**src/rtl/lsu_pkg.sv**
```systemverilog
package lsu_pkg;
  localparam int DATA_W = 32;
  localparam int LANES  = DATA_W / 8;
  localparam int LANE_B = $clog2(LANES);

  typedef enum logic [1:0] {
    SZ_BYTE = 2'd0,
    SZ_HALF = 2'd1,
    SZ_WORD = 2'd2
  } acc_size_e;

  typedef struct packed {
    logic      legal;
    logic      store;
    logic      idx_mode;
    acc_size_e size;
  } acc_ctl_t;
endpackage

```
**src/rtl/lsu_decode.sv**
```systemverilog
module lsu_decode
  import lsu_pkg::*;
#(
  parameter int OPC_W    = 6,
  parameter int OPC_BASE = 17
) (
  input  logic [OPC_W-1:0] opc,
  output acc_ctl_t         ctl
);
  localparam logic [OPC_W-1:0] FIRST = OPC_W'(OPC_BASE);
  localparam logic [OPC_W-1:0] SPAN  = OPC_W'(12);

  logic [OPC_W-1:0] rel;
  logic [2:0]       op_sel;

  always_comb begin
    rel          = opc - FIRST;
    op_sel       = rel[3:1];
    ctl.legal    = (rel < SPAN);
    ctl.idx_mode = rel[0];
    ctl.store    = (op_sel >= 3'd3);
    case (op_sel)
      3'd0, 3'd3: ctl.size = SZ_BYTE;
      3'd1, 3'd4: ctl.size = SZ_HALF;
      default:    ctl.size = SZ_WORD;
    endcase
  end
endmodule

```
**src/rtl/lsu_agen.sv**
```systemverilog
module lsu_agen
  import lsu_pkg::*;
#(
  parameter int ADDR_W = 32,
  parameter int OFF_W  = 12
) (
  input  logic [ADDR_W-1:0] base,
  input  logic [ADDR_W-1:0] index,
  input  logic [OFF_W-1:0]  offset,
  input  logic              idx_mode,
  input  acc_size_e         size,
  output logic [ADDR_W-1:0] ea,
  output logic [LANES-1:0]  be,
  output logic              misal
);
  logic [ADDR_W-1:0] addend;
  logic [LANE_B-1:0] lane;

  always_comb begin
    addend = idx_mode ? index : {{(ADDR_W-OFF_W){1'b0}}, offset};
    ea     = base + addend;
    lane   = ea[LANE_B-1:0];
    case (size)
      SZ_HALF: misal = lane[0];
      SZ_WORD: misal = |lane;
      default: misal = 1'b0;
    endcase
  end

  for (genvar g = 0; g < LANES; g++) begin : g_lane
    localparam logic [LANE_B-1:0] GL = LANE_B'(g);
    always_comb begin
      case (size)
        SZ_BYTE: be[g] = (GL == lane);
        SZ_HALF: be[g] = (GL[LANE_B-1:1] == lane[LANE_B-1:1]);
        default: be[g] = 1'b1;
      endcase
    end
  end
endmodule

```
**src/rtl/lsu_wdata.sv**
```systemverilog
module lsu_wdata
  import lsu_pkg::*;
(
  input  logic [DATA_W-1:0] din,
  input  acc_size_e         size,
  output logic [DATA_W-1:0] dout
);
  for (genvar g = 0; g < LANES; g++) begin : g_rep
    always_comb begin
      case (size)
        SZ_BYTE: dout[8*g +: 8] = din[7:0];
        SZ_HALF: dout[8*g +: 8] = din[8*(g % 2) +: 8];
        default: dout[8*g +: 8] = din[8*g +: 8];
      endcase
    end
  end
endmodule

```
**src/rtl/lsu_ldalign.sv**
```systemverilog
module lsu_ldalign
  import lsu_pkg::*;
(
  input  logic [DATA_W-1:0] rdata,
  input  logic [LANE_B-1:0] lane,
  input  acc_size_e         size,
  output logic [DATA_W-1:0] dout
);
  logic [DATA_W-1:0] shifted;

  always_comb begin
    shifted = rdata >> {lane, 3'b000};
    case (size)
      SZ_BYTE: dout = {{(DATA_W-8){1'b0}}, shifted[7:0]};
      SZ_HALF: dout = {{(DATA_W-16){1'b0}}, shifted[15:0]};
      default: dout = shifted;
    endcase
  end
endmodule

```
**src/rtl/lsu_core.sv**
```systemverilog
module lsu_core
  import lsu_pkg::*;
#(
  parameter int ADDR_W   = 32,
  parameter int OFF_W    = 12,
  parameter int OPC_W    = 6,
  parameter int OPC_BASE = 17
) (
  input  logic              clk,
  input  logic              rst_n,
  input  logic              req_valid_i,
  input  logic [OPC_W-1:0]  opcode_i,
  input  logic [ADDR_W-1:0] base_i,
  input  logic [ADDR_W-1:0] index_i,
  input  logic [OFF_W-1:0]  offset_i,
  input  logic [DATA_W-1:0] store_data_i,
  output logic [ADDR_W-1:0] mem_addr_o,
  output logic [LANES-1:0]  mem_be_o,
  output logic              mem_we_o,
  output logic              mem_re_o,
  output logic [DATA_W-1:0] mem_wdata_o,
  input  logic [DATA_W-1:0] mem_rdata_i,
  output logic              rsp_valid_o,
  output logic [DATA_W-1:0] rsp_data_o,
  output logic              misalign_o
);
  // reset release synchroniser
  logic rst_s0, rst_sync_n;
  always_ff @(posedge clk or negedge rst_n) begin
    if (!rst_n) begin
      rst_s0     <= 1'b0;
      rst_sync_n <= 1'b0;
    end else begin
      rst_s0     <= 1'b1;
      rst_sync_n <= rst_s0;
    end
  end

  acc_ctl_t          ctl;
  logic [ADDR_W-1:0] ea;
  logic [LANES-1:0]  be;
  logic              misal;

  lsu_decode #(.OPC_W(OPC_W), .OPC_BASE(OPC_BASE)) u_dec (
    .opc (opcode_i),
    .ctl (ctl)
  );

  lsu_agen #(.ADDR_W(ADDR_W), .OFF_W(OFF_W)) u_agen (
    .base     (base_i),
    .index    (index_i),
    .offset   (offset_i),
    .idx_mode (ctl.idx_mode),
    .size     (ctl.size),
    .ea       (ea),
    .be       (be),
    .misal    (misal)
  );

  lsu_wdata u_wd (
    .din  (store_data_i),
    .size (ctl.size),
    .dout (mem_wdata_o)
  );

  // request-cycle control
  logic go, access;
  always_comb begin
    go         = req_valid_i && ctl.legal;
    access     = go && !misal;
    mem_addr_o = ea;
    mem_we_o   = access && ctl.store;
    mem_re_o   = access && !ctl.store;
    mem_be_o   = access ? be : '0;
  end

  // next-state for the response stage
  logic              rsp_v_d, mis_d, ld_d, cap_en;
  logic [LANE_B-1:0] lane_d;
  acc_size_e         size_d;
  logic              rsp_v_q, mis_q, ld_q;
  logic [LANE_B-1:0] lane_q;
  acc_size_e         size_q;

  always_comb begin
    rsp_v_d = go;
    mis_d   = go && misal;
    ld_d    = access && !ctl.store;
    cap_en  = go;
    lane_d  = ea[LANE_B-1:0];
    size_d  = ctl.size;
  end

  always_ff @(posedge clk or negedge rst_sync_n) begin
    if (!rst_sync_n) begin
      rsp_v_q <= 1'b0;
      mis_q   <= 1'b0;
      ld_q    <= 1'b0;
      lane_q  <= '0;
      size_q  <= SZ_BYTE;
    end else begin
      rsp_v_q <= rsp_v_d;
      mis_q   <= mis_d;
      ld_q    <= ld_d;
      if (cap_en) begin
        lane_q <= lane_d;
        size_q <= size_d;
      end
    end
  end

  logic [DATA_W-1:0] aligned;
  lsu_ldalign u_la (
    .rdata (mem_rdata_i),
    .lane  (lane_q),
    .size  (size_q),
    .dout  (aligned)
  );

  always_comb begin
    rsp_valid_o = rsp_v_q;
    misalign_o  = mis_q;
    rsp_data_o  = ld_q ? aligned : '0;
  end
endmodule

```
**config.mk**
```make
export PLATFORM = sky130hd
export DESIGN_NAME = lsu_core
export DESIGN_NICKNAME = d
export VERILOG_FILES = /design/src/rtl/lsu_pkg.sv /design/src/rtl/lsu_decode.sv /design/src/rtl/lsu_agen.sv /design/src/rtl/lsu_wdata.sv /design/src/rtl/lsu_ldalign.sv /design/src/rtl/lsu_core.sv
export SDC_FILE = /design/constraint.sdc
export NUM_CORES = 1
export LEC_CHECK = 0
export ABC_AREA = 1
export BUFFER_PORTS_ARGS = -buffer_cell sky130_fd_sc_hd__buf_2
export CAP_MARGIN = 20
export CORE_UTILIZATION = 46
export CTS_BUF_LIST = sky130_fd_sc_hd__clkbuf_16
export CTS_CLUSTER_DIAMETER = 120
export DETAILED_ROUTE_END_ITERATION = 6
export HOLD_SLACK_MARGIN = 0.05
export PLACE_DENSITY = 0.87
export SLEW_MARGIN = 30
export SYNTH_ARGS = -nofsm -noshare
export SYNTH_HDL_FRONTEND = slang
export SYNTH_SLANG_ARGS = --single-unit
```
**constraint.sdc**
```tcl
create_clock -name clk -period 3.3 [get_ports clk]
set_input_delay 0.165 -clock clk [delete_from_list [all_inputs] [get_ports clk]]
set_output_delay 0.165 -clock clk [all_outputs]
set_load 0.005 [all_outputs]
```
== Word-level counts from Yosys, hierarchy flattened ==
Cells that the tools add are included.
W data, S select, Z words.
Cells by class
  equal/unequal tests: 9
  add/sub/neg operators: 2
  $lt $le $gt $ge: 2
  muxes and demuxes: 13
  reduce and logical (&&, ||, !) cells: 15
  shift operators: 1
  bitwise logic cells: 1
Operators with widths (count)
  $mux W32: 2
  $pmux W32 S2: 1
  $add A32 B32 Y32: 1
  $shr A32 B5 Y32: 1
  $mux W8: 2
  $pmux W8 S2: 1
  $pmux W1 S2: 5
  $reduce_or A2 Y1: 4
  $logic_not A2 Y1: 3
  $lt A6 B4 Y1 const B: 1
  $sub A6 B5 Y6 const B: 1
  $logic_and A1 B1 Y1: 5
  $eq A2 B1 Y1 const B: 2
  $eq A2 B2 Y1 const A: 2
  $mux W4: 1
  $pmux W2 S2: 1
  $eq A3 B1 Y1 const B: 1
  $eq A3 B2 Y1 const B: 1
  $eq A3 B3 Y1 const B: 1
  $ge A3 B2 Y1 const B: 1
  $logic_not A3 Y1: 1
  $eq A1 B2 Y1 const A: 1
  $eq A2 B2 Y1 const B: 1
  $logic_not A1 Y1: 2
  $not A1 Y1: 1
Storage, ports and cells
  input bits: 149
  output and inout port bits: 104
  flip-flop bits (word level): 9

== Longest topological paths before layout ==
  word-level depth: 9
  depth in mapped cells: 16
  gate-level depth less buffers: 15

== Cells and area by module ==
A second synthesis with hierarchy kept.
Unflattened totals
  cell total of the unflattened synthesis: 996
  area total of the unflattened synthesis: 4868.4 um2
Modules (own cells, without submodules)
  lsu_agen: area each 2813.9 um2, cells each 578, seq. area each 0.0 um2, times used 1
  lsu_ldalign: area each 847.1 um2, cells each 191, seq. area each 0.0 um2, times used 1
  lsu_core: area each 608.1 um2, cells each 105, seq. area each 225.2 um2, times used 1
  lsu_wdata: area each 434.2 um2, cells each 87, seq. area each 0.0 um2, times used 1
  lsu_decode: area each 165.2 um2, cells each 35, seq. area each 0.0 um2, times used 1

== Least setup slack after synthesis ==
OpenSTA, ideal clock, no wires.
  path type: input to output
  start point: in opcode_i[0]
  end point: out mem_wdata_o[26]
  path slack: 0.805 ns
  path buffers: 4
  data arrival time: 2.330 ns
  cell stages on the path: 16
  path through: inv_2 -> clkbuf_1 -> ha_1 -> xnor2_1 -> inv_1 -> nand2_1 -> o21ai_2 -> inv_2 -> buf_2 -> ha_1 -> clkbuf_1 -> clkbuf_1 -> nand2_1 -> o21ai_0 -> nand2_1 -> nand2_1
On the way
  cells in the longest elaborated chain, start to end: 6
  elaborated cells on any way between the ends: 11
  those cells by class: 1 x add/sub; 4 x eq/ne; 2 x mux; 4 x reduce/logical
RTL lines
  start, declared: line lsu_core.sv:12  | input logic [OPC_W-1:0] opcode_i,
  $sub A6 B5 Y6 (*): line lsu_decode.sv:17  | rel = opc - FIRST;
  $eq A3 B1 Y1, or another cell as far along: line lsu_decode.sv:22  | case (op_sel)
  $reduce_or A2 Y1: line lsu_decode.sv:22
  $pmux W2 S2 (*): line lsu_decode.sv:22
  $eq A2 B1 Y1 or $logic_not A2 Y1 (tied branches): line lsu_wdata.sv:10  | case (size)
  $pmux W8 S2 (*): line lsu_wdata.sv:10
  end, declared: line lsu_core.sv:21  | output logic [DATA_W-1:0] mem_wdata_o,
Mark *: on every way between the ends. The rest lies on a longest branch, timed or not.

== Worst setup path after layout ==
  start point: in opcode_i[0]
  end point: out mem_re_o
On the way
  cells in the longest elaborated chain, start to end: 9
  elaborated cells on any way between the ends: 21
  those cells by class: 2 x add/sub; 2 x order compare; 5 x eq/ne; 3 x mux; 9 x reduce/logical
RTL lines
  $sub A6 B5 Y6 (*): line lsu_decode.sv:17
  branches (longest 7 deep; another with $add A32 B32 Y32)
  $logic_and A1 B1 Y1 (*): line lsu_core.sv:73  | mem_re_o = access && !ctl.store;
  end, declared: line lsu_core.sv:20  | output logic mem_re_o,
Every way passes the cells marked *.

==> impl_metrics.yaml <==
placement:
  dp.final_hpwl_mm: 11.8
  io_buffers: 252
  place_congestion: 0.987
  place_area_um2: 5500
layout:
  fin_nets: 1308
  synthToLayoutAreaGrowth_pct: 32.7
  drive_gt1_share_pct: 24.5
  antenna_cells: 0
  finalInstanceArea_um2: 5590
  layout_commonest_cell: "nand2_1"
  layout_common_cells: "nand2_1 (399), buf_2 (252), inv_1 (160), nor2_1 (85)"
critical_path:
  r2r_setup_slack_ns: 2.19
  crit_fanout: 22
  ff2ff_path_depth: 2
  r2r_end: "lane_q[1]"
  start_kind: "input pin"
  cp.arrival_ns: 2.75
  worst_setup_path_end_kind: "primary output"
  cp.required_ns: 3.13
  timing.rr.start: "lane_q[1]"
  critPathKind: "input pin to primary output"
sta:
  rsz0062_at_grt: "false"
  setup_tns_ns: 0
  fmaxAchievable_mhz: 343
  min_period_ns: 2.92
  whs_ns: 0.118
  setup_viol_count_final: 0
  finClkSkew_ns: 0.00297
  worstMarginPinSlew_ns: 0.774
  relSlewSlack_pct: 48.4
  hold_viol_final: 0
  drv_slew: 0
  min_period_over_period_pct: 88.5
synth:
  synthArstFlopShare_pct: 100
  netlist_area_um2: 4210
  ys_seq_area_share_pct: 5.34
  ys_ff_latch: 9
  synth_nets: 1075
  synth_flop_cell: "dfrtp_1"
  ys_types: 28
  ys_warn_count: 0
  netlist_instances: 890
  synth_edf_count: 0
  syn_area_per_cell_um2: 4.73
clocking:
  cts_buffers: 3
  clk_latency_ns: 0.24
  clock_path_buffers: 2
  root_buffer: "clkbuf_16"
  tritoncts: "yes"
  cts_setup_buffers: 0
  cts_sinks: 9
  path_clk_slew_ns: 0.04
  cts_max_level: 1
die:
  fp.dieH_um: 97.7
  start_util_pct: 47.9
  dieArea_um2: 9550
  die_w_um: 97.7
  core_um2: 8810
  ios: 253
  num_rows: 34
grt:
  grt_use_met3_pct: 2.66
  grt_max_degree: 51
  met2_usage_pct: 53.7
  grt-busiest-layer: "met2"
  grt_pass1_wl_mm: 22.9
  use_met1_pct: 33.3
  antenna_found_initial: 0
  gr-usage-all-layers_pct: 28.2
  grt_pass1_vias: 5355
  grt-ovfl-total: 0
worst_hold_path:
  hold_path_class: "flop to asynchronous set/reset pin"
power:
  leakage_nw: 3.91
  finalPower_mw: 1.43
  power.density_nw_per_um2: 256
  ir_worst_vdd_uv: 276
run_status:
  status: "finished with violations"
  violations: "DRC"
routing:
  finalWirelength_mm: 14.0
  drcViolationCount: 35
  wl_per_cell_um: 11.4
  viasPerCell: 4.91
  drtPass1Iterations: 7
  drt_iter0_markers: 274
  vias: 6037
  antenna_left: 0
run:
  cap_viol_max_count: 0
## layout make-up
class                      instances  area [um2]
clock buffer                       3        75.1
inverter                         172         646
clock inverter                     1        3.75
timing repair buffer             257        1300
sequential                         9         225
tap                              108         135
multi-input combinational        680        3210
fill                             895        3210
## power breakdown
part           switching, mW  internal, mW  leakage (nW)  total (mW)
clock network         0.0533         0.158        0.0423       0.212
registers             0.0357         0.126         0.116       0.162
logic                  0.644         0.413          3.75        1.06
total                  0.733         0.698          3.91        1.43
## Yosys cell counts (2+ instances only)
master	instances	area (um2)
clkbuf_1	17	63.8
nand4_1	6	37.5
xnor2_1	3	26.3
inv_1	159	597
xor2_1	13	114
buf_4	8	60.1
o21ai_0	35	175
or2_1	2	12.5
nand3_1	32	160
dfrtp_1	9	225
a21oi_1	26	130
ha_1	35	438
nand2_1	399	1500
buf_2	4	20.0
o21ai_1	6	30.0
inv_2	13	48.8
a31oi_1	8	50.1
a211oi_1	8	60.1
nor2_1	85	319
o21bai_1	4	30.0
nor3_1	11	55.1
## worst max-delay path by stage
| stage | startpoint | to | slack [ns] | cells after the start |
|---|---|---|---|---|
| 2_1_floorplan | opcode_i[0] | mem_wdata_o[26] | 0.81 | 16 |
| 3_3_place_gp | opcode_i[0] | mem_re_o | 0.24 | 12 |
| 3_5_place_dp | opcode_i[0] | mem_re_o | 0.11 | 14 |
| 6_report | opcode_i[0] | mem_re_o | 0.38 | 14 |
| 5_1_grt | opcode_i[0] | mem_re_o | 0.12 | 14 |
| 4_1_cts | opcode_i[0] | mem_re_o | 0.11 | 14 |
## metrics by stage
| stage | setup WS (ns) | cells | util [%] |
|---|---|---|---|
| 6_report | 0.380 | 1230 | 63.5 |
| 5_1_grt | 0.124 | 1230 | 63.5 |
| 4_1_cts | 0.108 | 1230 | 63.4 |
| 3_5_place_dp | 0.109 | 1225 | 62.4 |
| 3_3_place_gp | 0.236 | 1225 | 62.4 |
| 2_1_floorplan | 0.805 | 890 | - |
## worst max-delay path, stage by stage
cell and delay, ns:
buf_2 0.11, inv_2 0.10, nand4_1 0.17, nand2_2 0.15, inv_2 0.06, o21ai_4 0.45
inv_2 0.29, ha_1 0.26, inv_1 0.25, o21ai_0 0.17, nand2_1 0.11, nand2_1 0.15
nor2_1 0.17, buf_2 0.14
## flip-flops by register name, summed over array words and instances, names as in the netlist
signal,cells
rst_sync_n,1
misalign_o,1
ld_q,1
rsp_valid_o,1
lane_q,2
rst_s0,1
size_q,2
## cell families (layout without fill, tap and decap cells)
logic type | Yosys count | count (layout) | synth area share, %
simple gates | 538 | 538 | 50.0
buf+inv | 201 | 433 | 18.7
compound gates | 89 | 89 | 11.7
fa+ha+maj | 36 | 36 | 10.9
xor+xnor | 16 | 16 | 3.33
flops | 9 | 9 | 5.34
other cells | 1 | 1 | 0.0890
## routing by layer
metal  vias to the layer above  routed length [um]
met5                         -                   0
met4                         0                 471
met3                        38                 930
met2                       255                6850
met1                      2599                5750
li1                       3145                   -
## what timing repair did
| action | 4_1_cts | 5_1_grt |
|---|---|---|
| hold buffers | 1 | 0 |
| setup endpoints to repair | 0 | 6 |
| gates resized for setup | 0 | 1 |
| hold endpoints to repair | 2 | 0 |
Note: power is estimated with default switching activity, not from simulation.
